File: src/rtl/lvds_bringup_pkg.sv
package lvds_bringup_pkg;

    typedef logic [31:0] word_t;

    typedef enum logic [1:0] {
        ST_IDLE,
        ST_ISSUE,
        ST_RESP,
        ST_PAUSE
    } seq_state_e;

    typedef enum logic [1:0] {
        PAUSE_NONE,
        PAUSE_LONG,
        PAUSE_SHORT
    } pause_e;

    // One entry of the bring-up program.
    typedef struct packed {
        logic   write;   // 1 = write access
        logic   sel_b;   // 0 = first control word, 1 = second
        logic   merge;   // write data = last read OR mask
        word_t  mask;
        pause_e pause;   // wait after this access completes
    } step_t;

    localparam int unsigned STEP_IDX_W = 3;
    localparam int unsigned NUM_STEPS  = 7;
    localparam logic [STEP_IDX_W-1:0] LAST_STEP = STEP_IDX_W'(NUM_STEPS - 1);

    // Bias, regulator, clock and drive settings loaded by the first full write.
    localparam word_t CFG_A_LOAD    = 32'h3F71_0000;
    // Main-bias enable, set again as the final step.
    localparam word_t CFG_A_ENABLE  = 32'h0040_0000;
    // Lane initialisation groups.
    localparam word_t CFG_B_PREPARE = 32'h7C00_7C00;
    // Lane update groups.
    localparam word_t CFG_B_COMMIT  = 32'h001F_001F;

    // Nanoseconds to cycles: round up, then one cycle of margin.
    function automatic int unsigned ns_to_cycles(input int unsigned ns,
                                                 input int unsigned mhz);
        return (ns * mhz + 999) / 1000 + 1;
    endfunction

    function automatic step_t step_lookup(input logic [STEP_IDX_W-1:0] idx);
        step_t s;
        s = '{write: 1'b0, sel_b: 1'b0, merge: 1'b0, mask: '0, pause: PAUSE_NONE};
        case (idx)
            3'd0: s = '{write: 1'b1, sel_b: 1'b0, merge: 1'b0, mask: CFG_A_LOAD,    pause: PAUSE_LONG};
            3'd1: s = '{write: 1'b0, sel_b: 1'b1, merge: 1'b0, mask: '0,            pause: PAUSE_NONE};
            3'd2: s = '{write: 1'b1, sel_b: 1'b1, merge: 1'b1, mask: CFG_B_PREPARE, pause: PAUSE_SHORT};
            3'd3: s = '{write: 1'b0, sel_b: 1'b1, merge: 1'b0, mask: '0,            pause: PAUSE_NONE};
            3'd4: s = '{write: 1'b1, sel_b: 1'b1, merge: 1'b1, mask: CFG_B_COMMIT,  pause: PAUSE_NONE};
            3'd5: s = '{write: 1'b0, sel_b: 1'b0, merge: 1'b0, mask: '0,            pause: PAUSE_NONE};
            3'd6: s = '{write: 1'b1, sel_b: 1'b0, merge: 1'b1, mask: CFG_A_ENABLE,  pause: PAUSE_NONE};
            default: ;
        endcase
        return s;
    endfunction

    function automatic word_t merge_word(input step_t s, input word_t last_rd);
        return s.merge ? (last_rd | s.mask) : s.mask;
    endfunction

endpackage

File: src/rtl/lvds_wait_timer.sv
module lvds_wait_timer
    import lvds_bringup_pkg::*;
#(
    parameter int unsigned LONG_CYC  = 121,
    parameter int unsigned SHORT_CYC = 13
) (
    input  logic   clk,
    input  logic   rst,
    input  logic   load_i,
    input  pause_e sel_i,
    output logic   expired_o
);
    localparam int unsigned MAX_CYC = (LONG_CYC > SHORT_CYC) ? LONG_CYC : SHORT_CYC;
    localparam int unsigned CNT_W   = $clog2(MAX_CYC + 1);

    logic [CNT_W-1:0] cnt_q;

    always_ff @(posedge clk) begin
        if (rst) begin
            cnt_q <= '0;
        end else if (load_i) begin
            cnt_q <= (sel_i == PAUSE_LONG) ? CNT_W'(LONG_CYC) : CNT_W'(SHORT_CYC);
        end else if (cnt_q != '0) begin
            cnt_q <= cnt_q - 1'b1;
        end
    end

    assign expired_o = (cnt_q == '0);
endmodule

File: src/rtl/lvds_bus_port.sv
module lvds_bus_port
    import lvds_bringup_pkg::*;
#(
    parameter int unsigned ADDR_W = 12
) (
    input  logic              clk,
    input  logic              rst,
    input  logic              cmd_valid_i,
    input  logic              cmd_we_i,
    input  logic [ADDR_W-1:0] cmd_addr_i,
    input  word_t             cmd_wdata_i,
    output logic              rsp_valid_o,
    output word_t             rsp_data_o,
    output logic              req_o,
    output logic              we_o,
    output logic [ADDR_W-1:0] addr_o,
    output word_t             wdata_o,
    input  word_t             rdata_i,
    input  logic              ready_i
);
    always_ff @(posedge clk) begin
        if (rst) begin
            req_o       <= 1'b0;
            we_o        <= 1'b0;
            addr_o      <= '0;
            wdata_o     <= '0;
            rsp_valid_o <= 1'b0;
            rsp_data_o  <= '0;
        end else begin
            rsp_valid_o <= 1'b0;
            if (req_o && ready_i) begin
                req_o       <= 1'b0;
                rsp_valid_o <= 1'b1;
                rsp_data_o  <= rdata_i;
            end else if (!req_o && cmd_valid_i) begin
                req_o   <= 1'b1;
                we_o    <= cmd_we_i;
                addr_o  <= cmd_addr_i;
                wdata_o <= cmd_wdata_i;
            end
        end
    end
endmodule

File: src/rtl/lvds_phy_bringup.sv
module lvds_phy_bringup
    import lvds_bringup_pkg::*;
#(
    parameter int unsigned          CLK_MHZ    = 100,
    parameter int unsigned          ADDR_W     = 12,
    parameter logic [ADDR_W-1:0]    REG_A_ADDR = 'h220,
    parameter logic [ADDR_W-1:0]    REG_B_ADDR = 'h224,
    parameter int unsigned          LONG_NS    = 1200,
    parameter int unsigned          SHORT_NS   = 120
) (
    input  logic              clk,
    input  logic              rst,
    input  logic              start_i,
    output logic              busy_o,
    output logic              done_o,
    output logic              bus_req_o,
    output logic              bus_we_o,
    output logic [ADDR_W-1:0] bus_addr_o,
    output logic [31:0]       bus_wdata_o,
    input  logic [31:0]       bus_rdata_i,
    input  logic              bus_ready_i
);
    localparam int unsigned WAIT_LONG_CYC  = ns_to_cycles(LONG_NS, CLK_MHZ);
    localparam int unsigned WAIT_SHORT_CYC = ns_to_cycles(SHORT_NS, CLK_MHZ);

    seq_state_e            state_q;
    logic [STEP_IDX_W-1:0] step_q;
    word_t                 rd_hold_q;
    logic                  done_q;

    step_t             cur;
    logic              cmd_valid;
    logic [ADDR_W-1:0] cmd_addr;
    word_t             cmd_wdata;
    logic              rsp_valid;
    word_t             rsp_data;
    logic              tmr_load;
    logic              tmr_expired;

    always_comb begin
        cur       = step_lookup(step_q);
        cmd_valid = (state_q == ST_ISSUE);
        cmd_addr  = cur.sel_b ? REG_B_ADDR : REG_A_ADDR;
        cmd_wdata = merge_word(cur, rd_hold_q);
        tmr_load  = (state_q == ST_RESP) && rsp_valid && (cur.pause != PAUSE_NONE);
    end

    always_ff @(posedge clk) begin
        if (rst) begin
            state_q   <= ST_IDLE;
            step_q    <= '0;
            rd_hold_q <= '0;
            done_q    <= 1'b0;
        end else begin
            case (state_q)
                ST_IDLE: begin
                    if (start_i) begin
                        state_q <= ST_ISSUE;
                        step_q  <= '0;
                        done_q  <= 1'b0;
                    end
                end
                ST_ISSUE: state_q <= ST_RESP;
                ST_RESP: begin
                    if (rsp_valid) begin
                        if (!cur.write) rd_hold_q <= rsp_data;
                        if (cur.pause != PAUSE_NONE) begin
                            state_q <= ST_PAUSE;
                        end else if (step_q == LAST_STEP) begin
                            state_q <= ST_IDLE;
                            done_q  <= 1'b1;
                        end else begin
                            step_q  <= STEP_IDX_W'(step_q + 1'b1);
                            state_q <= ST_ISSUE;
                        end
                    end
                end
                ST_PAUSE: begin
                    if (tmr_expired) begin
                        step_q  <= STEP_IDX_W'(step_q + 1'b1);
                        state_q <= ST_ISSUE;
                    end
                end
                default: state_q <= ST_IDLE;
            endcase
        end
    end

    lvds_wait_timer #(
        .LONG_CYC  (WAIT_LONG_CYC),
        .SHORT_CYC (WAIT_SHORT_CYC)
    ) u_timer (
        .clk       (clk),
        .rst       (rst),
        .load_i    (tmr_load),
        .sel_i     (cur.pause),
        .expired_o (tmr_expired)
    );

    lvds_bus_port #(
        .ADDR_W (ADDR_W)
    ) u_port (
        .clk         (clk),
        .rst         (rst),
        .cmd_valid_i (cmd_valid),
        .cmd_we_i    (cur.write),
        .cmd_addr_i  (cmd_addr),
        .cmd_wdata_i (cmd_wdata),
        .rsp_valid_o (rsp_valid),
        .rsp_data_o  (rsp_data),
        .req_o       (bus_req_o),
        .we_o        (bus_we_o),
        .addr_o      (bus_addr_o),
        .wdata_o     (bus_wdata_o),
        .rdata_i     (bus_rdata_i),
        .ready_i     (bus_ready_i)
    );

    assign busy_o = (state_q != ST_IDLE);
    assign done_o = done_q;
endmodule

File: config.mk
export PLATFORM = sky130hd
export DESIGN_NAME = lvds_phy_bringup
export DESIGN_NICKNAME = d
export VERILOG_FILES = /design/src/rtl/lvds_bringup_pkg.sv /design/src/rtl/lvds_wait_timer.sv /design/src/rtl/lvds_bus_port.sv /design/src/rtl/lvds_phy_bringup.sv
export SDC_FILE = /design/constraint.sdc
export NUM_CORES = 1
export LEC_CHECK = 0
export ABC_AREA = 0
export BUFFER_PORTS_ARGS = -buffer_cell sky130_fd_sc_hd__buf_4
export CORE_MARGIN = 2
export CORE_UTILIZATION = 54
export DETAILED_ROUTE_END_ITERATION = 10
export PLACE_DENSITY = 0.78
export SETUP_SLACK_MARGIN = 0.4
export SYNTH_ARGS = -nofsm -noshare
export SYNTH_HDL_FRONTEND = slang
export SYNTH_SLANG_ARGS = --single-unit
File: constraint.sdc
create_clock -name clk -period 2.6 [get_ports clk]
set_input_delay 0.26 -clock clk [delete_from_list [all_inputs] [get_ports clk]]
set_output_delay 0.26 -clock clk [all_outputs]
set_load 0.02 [all_outputs]
==> results.md, run 1 <==
- Critical path launch point type: flip-flop
- Non-Filler Instances: between 700 and 800
- GR Util met1: between 30% and 40%
- Initial antenna violation count: 0
- Vias per inst: about 5.4
- Routed vias: 3,777
- Final worst clock skew: 0.0100 ns
- Std cell rows: 32
- Final GP Congestion: approximately 0.81
- Crit-path max cell delay: 0.36 ns
- Final critical-path required period: 2.00 ns
- Mux share of post-synthesis cell area: 1.04%
- Commonest cells in the synthesized netlist: dfxtp_1 (114), nand2_1 (85), a21oi_1 (70)
- CTS max path bufs: 2
- Final setup fails: 0
- Arr. time, crit path: around 2.4 ns
- Top area cells in the synthesized netlist: dfxtp_1 (52%), a21oi_1 (8.1%), nand2_1 (7.3%), a22o_1 (6.4%), ha_1 (3.2%)
- Slew @ Worst Pin: 0.705 ns
- Avg Cell Area, Syn: 8.88 um2
- Max Freq: 0.501 GHz
- Clock Latency Late Sink: 0.52 ns
- Met3 Use GR: 5.70%
- Post-DRT Antenna Nets: 0
- Largest net degree at the start of global routing: 37
- Critical Path RT: roughly 3 ns
- TNS Setup: 0 ns
- Post-route DRC: 0
- Leakage power: ~0.0024 uW
- Clock transition at path regs: about 0.06 ns
- I/O Pins: between 80 and 90
- Final Hold Fails: 0
- Status: finished, final reports clean
- Area growth syn-to-layout: 33.4%
- CTS Root Cell: clkbuf_8
- Top FF cell, synth: dfxtp_1
- Count of different cell masters after synthesis: 39
- Asr flop ratio synth: 0%
- DP HPWL: 6730 um
- Slew margin rel.: 53.0%
- Share of power burned in registers: 39.7%
- Pint: approximately 3600 uW
- Detailed router's first-iteration violation count: 231
- Synthesized area: around 4400 um2
- CP max stage cell: dfxtp_1
- Logic pwr share: approximately a fifth
- Max-Cap Viols: 0
- Cts bufs inserted: 17
- Compound-cell area share of the yosys netlist: about 20%
- First-pass GRT wire length: roughly 17,000 um
- Max Slew Vio Count: 0
- NetSw: approximately 1600 uW
- Vias in the first global route: 3,623
- RSZ-0062 raised after global routing: no
- # clock sinks: approximately 110
- Total grt overflow: 0
- Die height: roughly 94 um
- CTS tree: done
- Final nets: 635
- Setup crit end kind: flip-flop
- Synth Area in XOR/XNOR: 0.805%
- Post-synthesis sequential area ratio: between 50 and 60%
- Fraction of the mapped netlist area in simple logic gates: roughly 17%
- Top-count cell post-synth: dfxtp_1
- Total GRT Usage: between 20% and 30%
- Largest family of logic cells by synthesized area: compound AO/OA/AOI/OAI gates
- Post-synth top area share: 52.4%
- Area of the core: just under 8000 um2
- GRT Max-Usage Layer: met2
- Top delay family on crit path: simple AND/OR/NAND/NOR gates
- Met2 usage: 41.4%
- Layout cell share with drive strength beyond 1: around a fifth
- Tcrit/Tclk final: between 70% and 80%
- Starting density of the core: between 50% and 60%
- Cell Chain, Critical Path: inv_1 > ha_1 > nor2b_1 > a2111oi_4 > nand3b_2 > mux2_1
- IO Port Bufs: 74
- WL per Instance: between 10 and 15 um
- Yosys Warn Count: 0
- VDD IR max: 0.484 mV
- Crit path buffers/inverters: 1
- Post-CTS Setup Inserts: 0
- CP Max Fanout: 11
- Placed Cells incl. Taps: ~640
- H-tree Lvls: 4
- Synthesized-area fraction occupied by adder cells: 3.16%
- Clock power share: about two fifths
- Die width: around 94 um
- Full die area: a little under 9000 um2
- Post-synth EDFFs: 0
- Switching share of power: 31.1%
- Drt total wl: between 10,000 and 15,000 um
- Drt pass-1 iters: 5
- FF+latch count, synth: around 110
- N_diodes: 0
- Critical Setup Path Class: flip-flop to flip-flop
- Gate Count Post-Synth: just under 500
- Pwr per Cell Area: just under 900 nW/um2
- Largest area contributor in the netlist: dfxtp_1
- Hold Crit Class: input pin to flip-flop
[metrics by stage]
stage                     instance area [um2]  util (%)  hold slack (ns)  power [uW]  setup slack (ns)
after global placement                   4940      63.6            0.443        3050             0.621
after floorplan                          4380         -            0.386        2760             0.799
final                                    5810      74.7           0.0408        5180             0.602
after detailed placement                 4940      63.6            0.449        3080             0.610
after CTS                                5800      74.6           0.0234        5190             0.531
after global routing                     5810      74.7           0.0296        5410             0.468
[sequential cells by signal, indices dropped and copies added, names as in the netlist]
name and cells:
u_port.we_o 1, done_o 1, u_port.req_o 1, u_port.rsp_valid_o 1
u_port.rsp_data_o 32, u_timer.cnt_q 7, u_port.wdata_o 32, step_q 3
rd_hold_q 32, state_q 2, u_port.addr_o 2
[layout make-up]
class,count,area [um2]
flip-flops and latches,114,2280
multi-input cells,330,1880
fillers,551,1960
well taps,102,128
inverters,10,37.5
clock buffers,17,414
clock inverters,15,125
repair buffers,115,943
[placed cells by master, fill, tap and decap left out, types with 5 or more instances in the layout]
cell | netlist | final
o211ai_1 | 7 | 7
o21ai_0 | 5 | 5
clkinvlp_4 | 0 | 5
nand2_1 | 85 | 85
clkbuf_16 | 0 | 16
a21oi_1 | 70 | 69
dlygate4sd3_1 | 0 | 32
dfxtp_1 | 114 | 114
conb_1 | 1 | 9
inv_1 | 10 | 10
nand2b_1 | 6 | 6
ha_1 | 11 | 11
buf_4 | 10 | 83
nor3_1 | 22 | 22
nor2_1 | 35 | 33
nand3_1 | 9 | 9
a22o_1 | 32 | 32
[power groups by stage]
stage | combinational, uW | sequential (uW) | clock [uW]
finish | 1050 | 2060 | 2070
CTS | 1040 | 2050 | 2100
detailed placement | 989 | 2090 | 0
global placement | 966 | 2080 | 0
floorplan | 599 | 2160 | 0
global route | 1160 | 2080 | 2180
[cells by family (layout without fill, tap and decap cells)]
kind of cell,Yosys count,in the layout
compound gates,129,129
xor+xnor,4,4
fa+ha+maj,11,11
buf+inv,54,157
flops,114,114
mux,4,4
other cells,1,9
simple gates,173,173
[worst reg2reg max path, cell delays in order, from the launching register on]
cell	delay, ns
dfxtp_1	0.36
inv_1	0.09
ha_1	0.32
nor2b_1	0.23
a2111oi_4	0.34
nand3b_2	0.19
mux2_1	0.35
[layer usage]
| layer | up-vias | wire (um) |
|---|---|---|
| met5 | - | 0 |
| met3 | 19 | 605 |
| li1 | 1867 | - |
| met4 | 0 | 198 |
| met1 | 1753 | 4660 |
| met2 | 138 | 5050 |
[repair_timing]
item / 4_1_cts / 5_1_grt
setup endpoints to repair: 0 / 4
hold endpoints to repair: 32 / 0
resized for setup: 0 / 2
hold buffers: 32 / 0
[final timing paths]
path	startpoint	cells after the start	slack [ns]	endpoint
worst max register to register	state_q[0]$_SDFFE_PP0P_	6	0.60	step_q[0]$_SDFFE_PP0P_
worst max-delay path	state_q[0]$_SDFFE_PP0P_	6	0.60	step_q[0]$_SDFFE_PP0P_
worst min register to register	u_port.wdata_o[30]$_SDFFE_PP0P_	2	0.45	u_port.wdata_o[30]$_SDFFE_PP0P_
worst min-delay path	bus_ready_i	3	0.04	u_port.rsp_valid_o$_SDFF_PP0_
Power figures use the tool's default switching activity.
==> run 2: changes to the inputs <==
ABC_AREA = 1   (was 0)
CORE_UTILIZATION = 49   (was 54)
PLACE_DENSITY = 0.75   (was 0.78)
clock period = 1.77 ns   (was 2.6 ns; I/O delays follow)
==> run 2 against run 1 <==
Compared with the run above:
- flip-flop and latch count unchanged
- die area increased by 13%
- non-clock buffer count increased by 42
- clock power rose by 62%
- global-route usage fell by 0.093 points
- clock skew down 0.0024 ns
- count of clock-buffer cells in the layout increased by 3
- via count rose by 18%
- setup slack got worse by 0.38 ns
- critical endpoint is now u_port.wdata_o[14]$_SDFFE_PP0P_
==> results.md, run 2 <==
- TNS Setup: 0 ns
- Slew margin rel.: a little under three fifths
- Die width: ~100 um
- Full die area: approximately 10000 um2
- Post-synth top area share: a little over 50%
- Starting density of the core: roughly half
- Critical Path RT: roughly 2.2 ns
- Placed inst area: slightly above 5000 um2
- Yosys Warn Count: 0
- CTS tree: done
- Largest net degree at the start of global routing: 33
- Critical path launch point type: flip-flop
- Final worst hold slack: approximately 0.078 ns
- Commonest non-fill, non-tap cells in the layout: dfxtp_1 (106), buf_4 (96), nand2_1 (87)
- Final nets: 750
- Final GP Congestion: approximately 0.85
- Post-DRT Antenna Nets: 0
- Cell area after layout: just over 7000 um2
- CTS Root Cell: clkbuf_8
- Hold Crit Class: input pin to flip-flop
- Gate Count Post-Synth: 554
- Final worst clock skew: about 0.0076 ns
- First-pass GRT wire length: around 20,000 um
- Avg Cell Area, Syn: 8.11 um2
- Cell Chain, Critical Path: inv_4 > ha_4 > inv_8 > nor2_1 > o21ai_2 > a21oi_1
- Post-layout util: 79.9%
- CTS max path bufs: 2
- Top area cells in the synthesized netlist: dfxtp_1 (51%), a21oi_1 (8.5%), nand2_1 (7.9%), o21ai_0 (5.5%), o21ai_1 (4.8%)
- Most common cell after layout, fill and taps aside: dfxtp_1
- Max-Cap Viols: 0
- Area of the core: 8810 um2
- DP HPWL: between 6000 and 7000 um
- IO Port Bufs: 74
- CP Max Fanout: 6
- Routed vias: around 4,500
- H-tree Lvls: 4
- Area growth syn-to-layout: 56.6%
- Arr. time, crit path: between 1.5 and 2 ns
- Post-synthesis sequential area ratio: 50.8%
- Tcrit/Tclk final: 87.4%
- Max Slew Vio Count: 0
- Synthesized area: 4500 um2
- Top-count cell post-synth: dfxtp_1
- Post-synth EDFFs: 0
- Critical Setup Path Class: flip-flop to flip-flop
- Total GRT Usage: 25.5%
- VDD IR max: roughly 1.0 mV
- Top FF cell, synth: dfxtp_1
- Largest regs: rd_hold_q (32), u_port.rsp_data_o (32), u_port.wdata_o (32)
- Pwr per Cell Area: 1500 nW/um2
- Drt pass-1 iters: 5
- Cts bufs inserted: 17
- Clock Latency Late Sink: 0.52 ns
- Max Freq: ~0.65 GHz
- Setup crit end kind: flip-flop
- Leakage power: ~0.0029 uW
- Crit-path max cell delay: ~0.5 ns
- Asr flop ratio synth: 0%
- Total grt overflow: 0
- Final critical-path required period: 1.55 ns
- Drt total wl: 14,400 um
- Vias per inst: about 5.4
- N_diodes: 0
- Std cell rows: 34
- Count of different cell masters after synthesis: 34
- Initial antenna violation count: 0
- Commonest cells in the synthesized netlist: dfxtp_1 (114), nand2_1 (95), a21oi_1 (76)
- CP max stage cell: nor2_1
- Setup ws final: between 0.2 and 0.25 ns
- Final Hold Fails: 0
- Vias in the first global route: roughly 4,200
- WL per Instance: ~18 um
- Clock transition at path regs: 0.06 ns
- FF+latch count, synth: about 110
- Status: finished, final reports clean
- # clock sinks: 114
- Layout cell share with drive strength beyond 1: about 39%
- Setup WS pre-CTS: between 0.1 and 0.15 ns
- Post-route DRC: 0
- I/O Pins: 84
- Detailed router's first-iteration violation count: between 200 and 300
- Final setup fails: 0
- Slew @ Worst Pin: around 0.65 ns
- Die height: around 100 um
- RSZ-0062 raised after global routing: yes
- Largest area contributor in the netlist: dfxtp_1
[run 2: final timing paths]
check,start,end,slack [ns],cells past startpoint
max,step_q[0]$_SDFFE_PP0P_,u_port.wdata_o[14]$_SDFFE_PP0P_,0.22,6
min,rst,u_port.wdata_o[2]$_SDFFE_PP0P_,0.08,2
max reg2reg,step_q[0]$_SDFFE_PP0P_,u_port.wdata_o[14]$_SDFFE_PP0P_,0.22,6
min reg2reg,done_o$_SDFFE_PP0P_,done_o$_SDFFE_PP0P_,0.45,2
[run 2: stage by stage]
stage,instances,power [uW]
finish,824,10600
global placement,718,5710
CTS,810,9740
detailed placement,718,5780
floorplan,562,5030
global route,824,11100
[run 2: logic make-up after synthesis]
family	count (synthesis)	synth area share (%)
adders and majority gates	11	3.06
xor gates and xnor gates	2	0.390
AOI/OAI and AO/OA	173	19.7
buffers and inverters	98	10.3
and+or+nand+nor	155	15.6
other	1	0.0834
DFF	114	50.8
[run 2: critical path: cells and delay by family, from the launching register on]
family          cells  cell delay [ns]
compound gates      2             0.31
fa+ha+maj           1             0.19
buf+inv             2             0.14
flops               1             0.33
simple gates        1             0.50
[run 2: cell type report]
type / count / area [um2]
Sequential cell: 114 / 2300
Multi-Input combinational cell: 351 / 2230
Fill cell: 470 / 1770
Timing Repair Buffer: 157 / 1520
Clock buffer: 20 / 455
Inverter: 61 / 262
Tap cell: 108 / 135
Clock inverter: 12 / 130
Timing Repair inverter: 1 / 7.51
[run 2: report_power, final]
group / leakage [uW] / switching [uW] / internal [uW] / total (uW)
Sequential: 0.000929 / 298 / 2950 / 3250
Combinational: 0.00164 / 2360 / 1630 / 3990
Clock: 0.000287 / 1240 / 2110 / 3350
[run 2: what timing repair did]
item / 4_1_cts / 5_1_grt
gates resized for setup: 68 / 89
hold buffers: 33 / 0
cloned: 5 / 5
setup endpoints to repair: 81 / 80
pin swaps: 13 / 35
hold endpoints to repair: 33 / 0
setup buffers: 22 / 9
[run 2: per-layer routing]
metal / share of wire (%) / global-route usage [%]
met5: 0 / 0
met4: 2.5 / 9.48
met3: 5.9 / 6.89
met2: 51 / 45.0
met1: 40 / 29.6
